### src/rtl/flag_alu_pkg.sv
// Package: shared opcode, flag and condition types for the flag-setting ALU.
// Assumes a 3-bit opcode and a 4-bit condition selector.
package flag_alu_pkg;

    typedef enum logic [2:0] {
        OP_MOV = 3'd0,
        OP_MVN = 3'd1,
        OP_ADD = 3'd2,
        OP_SUB = 3'd3,
        OP_CMP = 3'd4,
        OP_AND = 3'd5,
        OP_ORR = 3'd6,
        OP_RSV = 3'd7
    } alu_op_e;

    typedef struct packed {
        logic n;
        logic z;
        logic c;
        logic v;
    } nzcv_t;

    typedef enum logic [3:0] {
        CC_ZSET  = 4'd0,
        CC_ZCLR  = 4'd1,
        CC_CSET  = 4'd2,
        CC_CCLR  = 4'd3,
        CC_NSET  = 4'd4,
        CC_NCLR  = 4'd5,
        CC_VSET  = 4'd6,
        CC_VCLR  = 4'd7,
        CC_UGT   = 4'd8,
        CC_ULE   = 4'd9,
        CC_SGE   = 4'd10,
        CC_SLT   = 4'd11,
        CC_SGT   = 4'd12,
        CC_SLE   = 4'd13,
        CC_TRUE  = 4'd14,
        CC_FALSE = 4'd15
    } cond_e;

    localparam int FLAG_COUNT = 4;

endpackage

### src/rtl/flag_alu_datapath.sv
// Module: combinational operation unit. Computes the result of the selected
// opcode and the next flag values. Assumes flags_cur holds the registered
// flags so that logical operations can pass C and V through unchanged.
module flag_alu_datapath
    import flag_alu_pkg::*;
#(
    parameter int W = 32
) (
    input  alu_op_e       op,
    input  logic [W-1:0]  a,
    input  logic [W-1:0]  b,
    input  nzcv_t         flags_cur,
    output logic [W-1:0]  value,
    output nzcv_t         flags_nxt,
    output logic          writes_dest,
    output logic          touches_flags
);

    localparam int MSB = W - 1;

    logic          is_arith;
    logic          is_sub;
    logic [W-1:0]  b_eff;
    logic [W:0]    sum_ext;
    logic [W-1:0]  sum;
    logic          carry_out;
    logic          ovf;

    // Classify the opcode into arithmetic and subtracting groups.
    always_comb begin
        is_arith = (op == OP_ADD) || (op == OP_SUB) || (op == OP_CMP);
        is_sub   = (op == OP_SUB) || (op == OP_CMP);
    end

    // Shared adder: subtraction is done as A + ~B + 1.
    always_comb begin
        b_eff     = is_sub ? ~b : b;
        sum_ext   = {1'b0, a} + {1'b0, b_eff} + {{W{1'b0}}, is_sub};
        sum       = sum_ext[W-1:0];
        carry_out = sum_ext[W];
        ovf       = (a[MSB] == b_eff[MSB]) && (sum[MSB] != a[MSB]);
    end

    // Select the result value for the operation.
    always_comb begin
        unique case (op)
            OP_MOV:  value = b;
            OP_MVN:  value = ~b;
            OP_ADD,
            OP_SUB,
            OP_CMP:  value = sum;
            OP_AND:  value = a & b;
            OP_ORR:  value = a | b;
            default: value = '0;
        endcase
    end

    // Decide which side effects this opcode has.
    always_comb begin
        writes_dest   = (op != OP_CMP) && (op != OP_RSV);
        touches_flags = (op != OP_RSV);
    end

    // Form the next flags; logical ops keep carry and overflow.
    always_comb begin
        flags_nxt.n = value[MSB];
        flags_nxt.z = (value == '0);
        flags_nxt.c = is_arith ? carry_out : flags_cur.c;
        flags_nxt.v = is_arith ? ovf       : flags_cur.v;
    end

endmodule

### src/rtl/flag_alu_state.sv
// Module: result, write strobe and flag registers. Loads on the edge after
// a strobe. Assumes the enables come from the datapath classification and
// that the strobe is the raw op_valid input.
module flag_alu_state
    import flag_alu_pkg::*;
#(
    parameter int W = 32
) (
    input  logic          clk,
    input  logic          rst_n,
    input  logic          strobe,
    input  logic          res_en,
    input  logic          flag_en,
    input  logic [W-1:0]  res_nxt,
    input  nzcv_t         flags_nxt,
    output logic [W-1:0]  result_q,
    output logic          dest_we_q,
    output nzcv_t         flags_q
);

    // Result register, loaded only by operations that write a destination.
    always_ff @(posedge clk) begin
        if (!rst_n)
            result_q <= '0;
        else if (strobe && res_en)
            result_q <= res_nxt;
    end

    // Write strobe, high for one cycle per writing operation.
    always_ff @(posedge clk) begin
        if (!rst_n)
            dest_we_q <= 1'b0;
        else
            dest_we_q <= strobe && res_en;
    end

    // Flag register, loaded by every non-reserved operation.
    always_ff @(posedge clk) begin
        if (!rst_n)
            flags_q <= '0;
        else if (strobe && flag_en)
            flags_q <= flags_nxt;
    end

    AST_IDLE_FLAGS_STABLE: assert property (@(posedge clk) disable iff (!rst_n)
        !strobe |=> $stable(flags_q) && $stable(result_q));
    AST_WE_DROPS: assert property (@(posedge clk) disable iff (!rst_n)
        !strobe |=> !dest_we_q);
    AST_Z_TRACKS_RESULT: assert property (@(posedge clk) disable iff (!rst_n)
        dest_we_q |-> (flags_q.z == (result_q == '0)));
    AST_N_TRACKS_RESULT: assert property (@(posedge clk) disable iff (!rst_n)
        dest_we_q |-> (flags_q.n == result_q[W-1]));

endmodule

### src/rtl/flag_alu_cond.sv
// Module: condition evaluator. Maps a 4-bit selector onto the registered
// flags. Assumes the flags are stable for the whole cycle.
module flag_alu_cond
    import flag_alu_pkg::*;
(
    input  nzcv_t       flags,
    input  logic [3:0]  sel,
    output logic        hold
);

    logic sge;

    // Signed greater-or-equal term shared by several conditions.
    always_comb sge = (flags.n == flags.v);

    // Decode the selector into one condition.
    always_comb begin
        unique case (cond_e'(sel))
            CC_ZSET:  hold = flags.z;
            CC_ZCLR:  hold = !flags.z;
            CC_CSET:  hold = flags.c;
            CC_CCLR:  hold = !flags.c;
            CC_NSET:  hold = flags.n;
            CC_NCLR:  hold = !flags.n;
            CC_VSET:  hold = flags.v;
            CC_VCLR:  hold = !flags.v;
            CC_UGT:   hold = flags.c && !flags.z;
            CC_ULE:   hold = !flags.c || flags.z;
            CC_SGE:   hold = sge;
            CC_SLT:   hold = !sge;
            CC_SGT:   hold = !flags.z && sge;
            CC_SLE:   hold = flags.z || !sge;
            CC_TRUE:  hold = 1'b1;
            default:  hold = 1'b0;
        endcase
    end

endmodule

### src/rtl/flag_alu.sv
// Module: top of the flag-setting ALU. Ties the datapath, the state
// registers and the condition evaluator together and forms the status word.
// Assumes the register file and branch logic sit outside this block.
module flag_alu
    import flag_alu_pkg::*;
#(
    parameter int W = 32
) (
    input  logic          clk,
    input  logic          rst_n,
    input  logic          op_valid,
    input  logic [2:0]    op_code,
    input  logic [W-1:0]  opnd_a,
    input  logic [W-1:0]  opnd_b,
    input  logic [3:0]    cond_sel,
    output logic [W-1:0]  result,
    output logic          dest_we,
    output logic [W-1:0]  psr,
    output logic          cond_hold
);

    localparam int SPARE_BITS = W - FLAG_COUNT;

    alu_op_e       op;
    logic [W-1:0]  value;
    nzcv_t         flags_nxt;
    nzcv_t         flags_q;
    logic          writes_dest;
    logic          touches_flags;

    // Give the raw opcode its enumerated type.
    always_comb op = alu_op_e'(op_code);

    flag_alu_datapath #(.W(W)) u_dp (
        .op            (op),
        .a             (opnd_a),
        .b             (opnd_b),
        .flags_cur     (flags_q),
        .value         (value),
        .flags_nxt     (flags_nxt),
        .writes_dest   (writes_dest),
        .touches_flags (touches_flags)
    );

    flag_alu_state #(.W(W)) u_state (
        .clk       (clk),
        .rst_n     (rst_n),
        .strobe    (op_valid),
        .res_en    (writes_dest),
        .flag_en   (touches_flags),
        .res_nxt   (value),
        .flags_nxt (flags_nxt),
        .result_q  (result),
        .dest_we_q (dest_we),
        .flags_q   (flags_q)
    );

    flag_alu_cond u_cond (
        .flags (flags_q),
        .sel   (cond_sel),
        .hold  (cond_hold)
    );

    // Build the status word: flags on top, spare bits zero.
    always_comb psr = {flags_q, {SPARE_BITS{1'b0}}};

    AST_CMP_NO_WRITE: assert property (@(posedge clk) disable iff (!rst_n)
        (op_valid && op_code == 3'd4) |=> (!dest_we && $stable(result)));
    AST_LOGIC_KEEPS_CV: assert property (@(posedge clk) disable iff (!rst_n)
        (op_valid && (op_code == 3'd0 || op_code == 3'd1 || op_code == 3'd5 || op_code == 3'd6))
        |=> (psr[29:28] == $past(psr[29:28])));
    AST_SUB_CARRY: assert property (@(posedge clk) disable iff (!rst_n)
        (op_valid && (op_code == 3'd3 || op_code == 3'd4))
        |=> (psr[29] == ($past(opnd_a) >= $past(opnd_b))));
    AST_RSV_NO_WRITE: assert property (@(posedge clk) disable iff (!rst_n)
        (op_valid && op_code == 3'd7) |=> (!dest_we && $stable(psr)));

endmodule

### config.mk
export PLATFORM = sky130hd
export DESIGN_NAME = flag_alu
export DESIGN_NICKNAME = d
export VERILOG_FILES = /design/src/rtl/flag_alu_pkg.sv /design/src/rtl/flag_alu_datapath.sv /design/src/rtl/flag_alu_state.sv /design/src/rtl/flag_alu_cond.sv /design/src/rtl/flag_alu.sv
export SDC_FILE = /design/constraint.sdc
export NUM_CORES = 1
export LEC_CHECK = 0
export ABC_AREA = 1
export CORE_ASPECT_RATIO = 0.9
export CORE_UTILIZATION = 45
export CTS_CLUSTER_DIAMETER = 150
export DETAILED_ROUTE_END_ITERATION = 12
export GPL_ROUTABILITY_DRIVEN = 0
export GPL_TIMING_DRIVEN = 0
export PLACE_DENSITY = 0.73
export SLEW_MARGIN = 20
export SYNTH_ARGS = -nofsm -noshare
export SYNTH_HDL_FRONTEND = slang
export SYNTH_HIERARCHICAL = 1
export SYNTH_SLANG_ARGS = --single-unit
### constraint.sdc
create_clock -name clk -period 6.75 [get_ports clk]
set_input_delay 0.675 -clock clk [delete_from_list [all_inputs] [get_ports clk]]
set_output_delay 0.675 -clock clk [all_outputs]
set_load 0.005 [all_outputs]
# Word-level counts from Yosys, hierarchy flattened
# Cells that the tools add are included.
[word_totals]
ff_bits = 37
elab_cells = 60
[op_classes]
n_addsub = 2
n_eq_ne = 25
mux = 3
bitwise = 3
n_reduce_logical = 21
[op_table]
columns = ["op", "count"]
rows = [
  ["case mux 32 bit (5 select lines)", 1],
  ["adder 32 x 32 -> 33 bit", 1],
  ["adder 33 x 1 -> 33 bit", 1],
  ["bitwise AND 32 bit", 1],
  ["zero test 32 bit", 1],
  ["2-to-1 mux 32 bit", 1],
  ["NOT 32 bit", 1],
  ["bitwise OR 32 bit", 1],
  ["== test 4 bit (second input constant)", 7],
  ["== test 4 x 3 -> 1 bit (second input constant)", 4],
  ["case mux 1 bit (15 select lines)", 1],
  ["== test 3 bit (second input constant)", 3],
  ["== test 4 x 2 -> 1 bit (second input constant)", 2],
  ["== test 3 x 2 -> 1 bit (second input constant)", 2],
  ["logical AND 1 bit", 6],
  ["inequality test 3 bit (second input constant)", 2],
  ["zero test 1 bit", 5],
  ["logical OR 1 bit", 5],
  ["== test 4 x 1 -> 1 bit (second input constant)", 1],
  ["zero test 4 bit", 1],
  ["== test 3 x 1 -> 1 bit (second input constant)", 1],
  ["zero test 3 bit", 1],
  ["OR reduction 3 bit", 1],
  ["== test 1 bit", 2],
  ["2 further kinds", 2],
]

# Logic depth before layout (Yosys ltp)
[logic_depth]
word_depth = 7
mapped_depth = 25
ltp_nobuf = 24

# By module
# Netlist, hierarchy kept.
[modules_own_cells]
columns = ["mod", "n_inst", "cells_per_inst", "area_per_inst_um2"]
rows = [
  ["flag_alu_datapath", 1, 804, 4052.6],
  ["flag_alu_state", 1, 232, 1512.7],
  ["flag_alu_cond", 1, 55, 229.0],
  ["flag_alu", 1, 29, 214.0],
]

# Worst setup path after synthesis
# Ideal clock, no wire load.
[synth_path]
path_kind = "input to register"
start = "input op_code[0]"
end = "register, netlist name u_state/flags_q[2]"
t_arrival_ns = 3.286
required_time_ns = 6.686
path_slack_ns = 3.400
path_stages = 22
path_buffers = 2
path_cell_list = "buf_4 nor2_4 nand2_4 nand2_1 buf_2 xor2_1 ha_1 nand2_1 inv_1 a21oi_1 o21bai_1 a21oi_1 nand2_1 nand2_1 nand2_1 nand2_1 nand3_1 nor3_1 nand2_1 nor2_1 nor2_1 nor2_1"
[synth_lines]
columns = ["item", "line_no", "source"]
rows = [
  ["start, declared", "flag_alu.sv:12", "input logic [2:0] op_code,"],
]

==> impl_results.md <==
* Slew HR at 49.0%
* Setup TNS at 0 ns
* Crit start category: input pin
* Final Hold Viols at 0
* DRT Pass-1 Iters at 6
* CTS sink cnt at 37
* Fin crit period at 4.30 ns
* Vias in the first global route at 6445
* Row cnt at 39
* Reg2Reg Capture Point: u_state/flags_q[0]
* Final core utilization at 58.9%
* Layout area overhead at 25.9%
* Hold_sp: u_state/result_q[3]
* Status: complete, no violations
* Clk pin slew, worst setup/hold paths at 0.06 ns
* Routed WL at 20.4 mm
* DR vias/cell at 5.06
* Combinational share of power at 58.3%
* Detail Route Antenna Nets at 0
* Core area at 12800 um^2
* Synth unique cells at 45
* Syn Inst Count at 1120
* Syn avg cell area at 5.36 um^2
* Die height at 112 um
* Via Count at 7220
* Number of synthesized register bits at 37
* Reg2Reg Setup Slack at 5.87 ns
* Gr usage total at 29.8%
* Setup Buffers After CTS at 0
* H-tree Lvls at 2
* Worst-skew pair later-pin latency at 0.29 ns
* Total chip power at 1.19 mW
* Initial antenna violation count at 0
* Critical Path AT at 4.53 ns
* Total overflow reported by the global router at 0
* RSZ-0062 raised after global routing: no
* Port bufs at 109
* Yosys warning count at 6
* Pins Over Slew Limit at 0
* Largest net degree at the start of global routing at 12
* Switch share at 43.9%
* Worst r2r path cells at 3
* HP Class: reg -> reg
* Synthesized area at 6010 um^2
* Initial DRC count at 787
* CP Capture Type: register
* PwrDens at 158 nW/um^2
* Final setup viols at 0
* Crit Path Max Fanout at 10
* Switch Pwr at 0.525 mW
* Die ar. at 13800 um^2
* Drt wl/cell at 14.3 um
* Worst Hold Path Cells at 4
* Crit share post-route at 63.7%
* Die Wd at 124 um
* Pint at 0.670 mW
* CTS tree: yes
* Clock Power Share at 20.4%
* Slew @ Worst Pin at 0.760 ns
* Global-route wire length before repair at 32.0 mm
* Max IR drop VDD at 239 uV
* Hold EP: u_state/result_q[3]
* Post-route DRC at 0
* Ant diodes at 0
* Share of cells above drive strength 1 at 6.41%
* Num ports at 140
* CTS-repair resized insts at 0
* HPWL Detailed at 16.9 mm
* Fmax at 232 MHz
* Clock buffer depth at 2
* Hold_buf cts at 0
* Starting density of the core at 46.8%
* Max-Cap Viols at 0
* Final clock skew at 0 ns
* Fraction of power consumed by sequential logic at 21.3%
* CTS root buffer: clkbuf_16
* Leak at 4.18 nW
* Post-synthesis sequential area ratio at 12.3%
* NumNets Final at 1376
* Reg-to-Reg Start: u_state/flags_q[0]
* WS Path Type: in -> reg
* Num CTS Buffers at 5
* Worst EP required at 6.98 ns
## layer usage
layer  part of all wire [%]  vias to the layer above  track usage [%]
met3                     12                       35             7.79
met5                      0                        -                0
met2                     40                      330             43.9
met1                     46                     3122             42.6
li1                       -                     3733                -
met4                    1.9                        0             7.15
## placed cells by master, fill, tap and decap left out, types with 4 or more instances in the layout
cell,instances
dfxtp_1,37
nand2_1,377
nand3_1,80
nor2_1,175
a221oi_1,19
clkbuf_16,5
nand4_1,12
buf_4,36
nand2_2,4
o21ai_0,29
xor2_1,31
buf_6,5
conb_1,28
clkdlybuf4s50_1,109
buf_2,13
ha_1,38
a21oi_1,37
nor3_1,14
nand3b_1,12
inv_1,161
## Yosys cell counts
master	n	area share, %
nand2_1	377	24
nor2_1	175	11
inv_1	161	10
nand3_1	80	6.7
ha_1	38	7.9
a21oi_1	37	3.1
dfxtp_1	37	12
buf_4	36	4.5
xor2_1	31	4.5
o21ai_0	29	2.4
a221oi_1	19	2.8
nor3_1	14	1.2
buf_2	13	1.1
nand3b_1	12	1.5
nand4_1	12	1.2
buf_6	5	0.94
nand2_2	4	0.42
clkinv_1	3	0.19
inv_2	3	0.19
nand3_2	3	0.50
o21bai_1	3	0.37
a211oi_1	2	0.25
nand2_4	2	0.37
o211ai_1	2	0.25
or2_2	2	0.21
a21o_1	1	0.12
a31oi_1	1	0.10
a32o_1	1	0.17
and2_1	1	0.10
and3_1	1	0.10
buf_1	1	0.062
clkbuf_1	1	0.062
clkbuf_2	1	0.083
conb_1	1	0.062
fa_1	1	0.33
nor2_2	1	0.10
nor2_4	1	0.19
nor2b_1	1	0.10
nor3_2	1	0.17
nor4_1	1	0.10
o2111ai_1	1	0.15
o21a_1	1	0.12
o21ai_2	1	0.15
o311ai_0	1	0.15
xnor2_1	1	0.15
## power by group through the flow
| stage | sequential [mW] | combinational [mW] | clock (mW) |
|---|---|---|---|
| 2_1_floorplan | 0.258 | 0.442 | 0 |
| 3_3_place_gp | 0.259 | 0.667 | 0 |
| 3_5_place_dp | 0.259 | 0.673 | 0 |
| 4_1_cts | 0.255 | 0.678 | 0.250 |
| 5_1_grt | 0.258 | 0.772 | 0.260 |
| 6_report | 0.255 | 0.697 | 0.243 |
## how the worst max path moves through the flow
stage               start                 end  slack (ns)
6_report       op_code[1]  u_state/flags_q[2]        2.45
5_1_grt        op_code[1]  u_state/flags_q[2]        2.22
4_1_cts        op_code[1]  u_state/flags_q[2]        2.56
3_5_place_dp   op_code[1]  u_state/flags_q[2]        2.25
3_3_place_gp   op_code[1]  u_state/flags_q[2]        2.31
2_1_floorplan  op_code[0]  u_state/flags_q[2]        3.40
## kinds of logic after synthesis
logic type / count (synthesis) / synth area share [%]
AND/OR/NAND/NOR: 688 / 47.4
buffers and inverters: 224 / 17.2
AO/OA/AOI/OAI: 99 / 10.1
adder cells (fa/ha/maj): 39 / 8.25
flip-flops: 37 / 12.3
XOR/XNOR: 32 / 4.66
other: 1 / 0.0624
## state kept, by name, summed over array words and instances (netlist names)
register	count
u_state/result_q	32
u_state/flags_q	4
u_state/dest_we_q	1
## final cells by class
| cell class | count | area (um^2) |
|---|---|---|
| Fill cell | 1347 | 5270 |
| Multi-Input combinational cell | 886 | 4340 |
| Timing Repair Buffer | 109 | 1090 |
| Sequential cell | 37 | 741 |
| Inverter | 167 | 627 |
| Buffer | 57 | 404 |
| Tap cell | 164 | 205 |
| Clock buffer | 7 | 153 |
| Clock inverter | 1 | 5.00 |
## per-stage QoR
step	setup WS [ns]	hold WS (ns)	std cells	instance area, um^2
2_1_floorplan	3.40	0.505	1147	6110
3_3_place_gp	2.31	0.505	1420	7410
3_5_place_dp	2.25	0.505	1420	7410
4_1_cts	2.56	0.517	1428	7560
5_1_grt	2.22	0.552	1428	7560
6_report	2.45	0.515	1428	7560
## critical path, stage by stage
cell and delay, ns:
clkdlybuf4s50_1 0.57, nor2_4 0.24, nand2_4 0.09, nand2_1 0.16
buf_2 0.39, xor2_1 0.12, ha_1 0.38, inv_1 0.13
o21bai_1 0.10, a21oi_1 0.13, nor2_1 0.05, a211oi_1 0.61
nand2_1 0.17, nand2_1 0.09, nand3_1 0.12, nor3_1 0.15
nand2_1 0.07, nor2_1 0.11, nor2_1 0.05, nor2_1 0.10
Note: power is estimated with default switching activity, not from simulation.
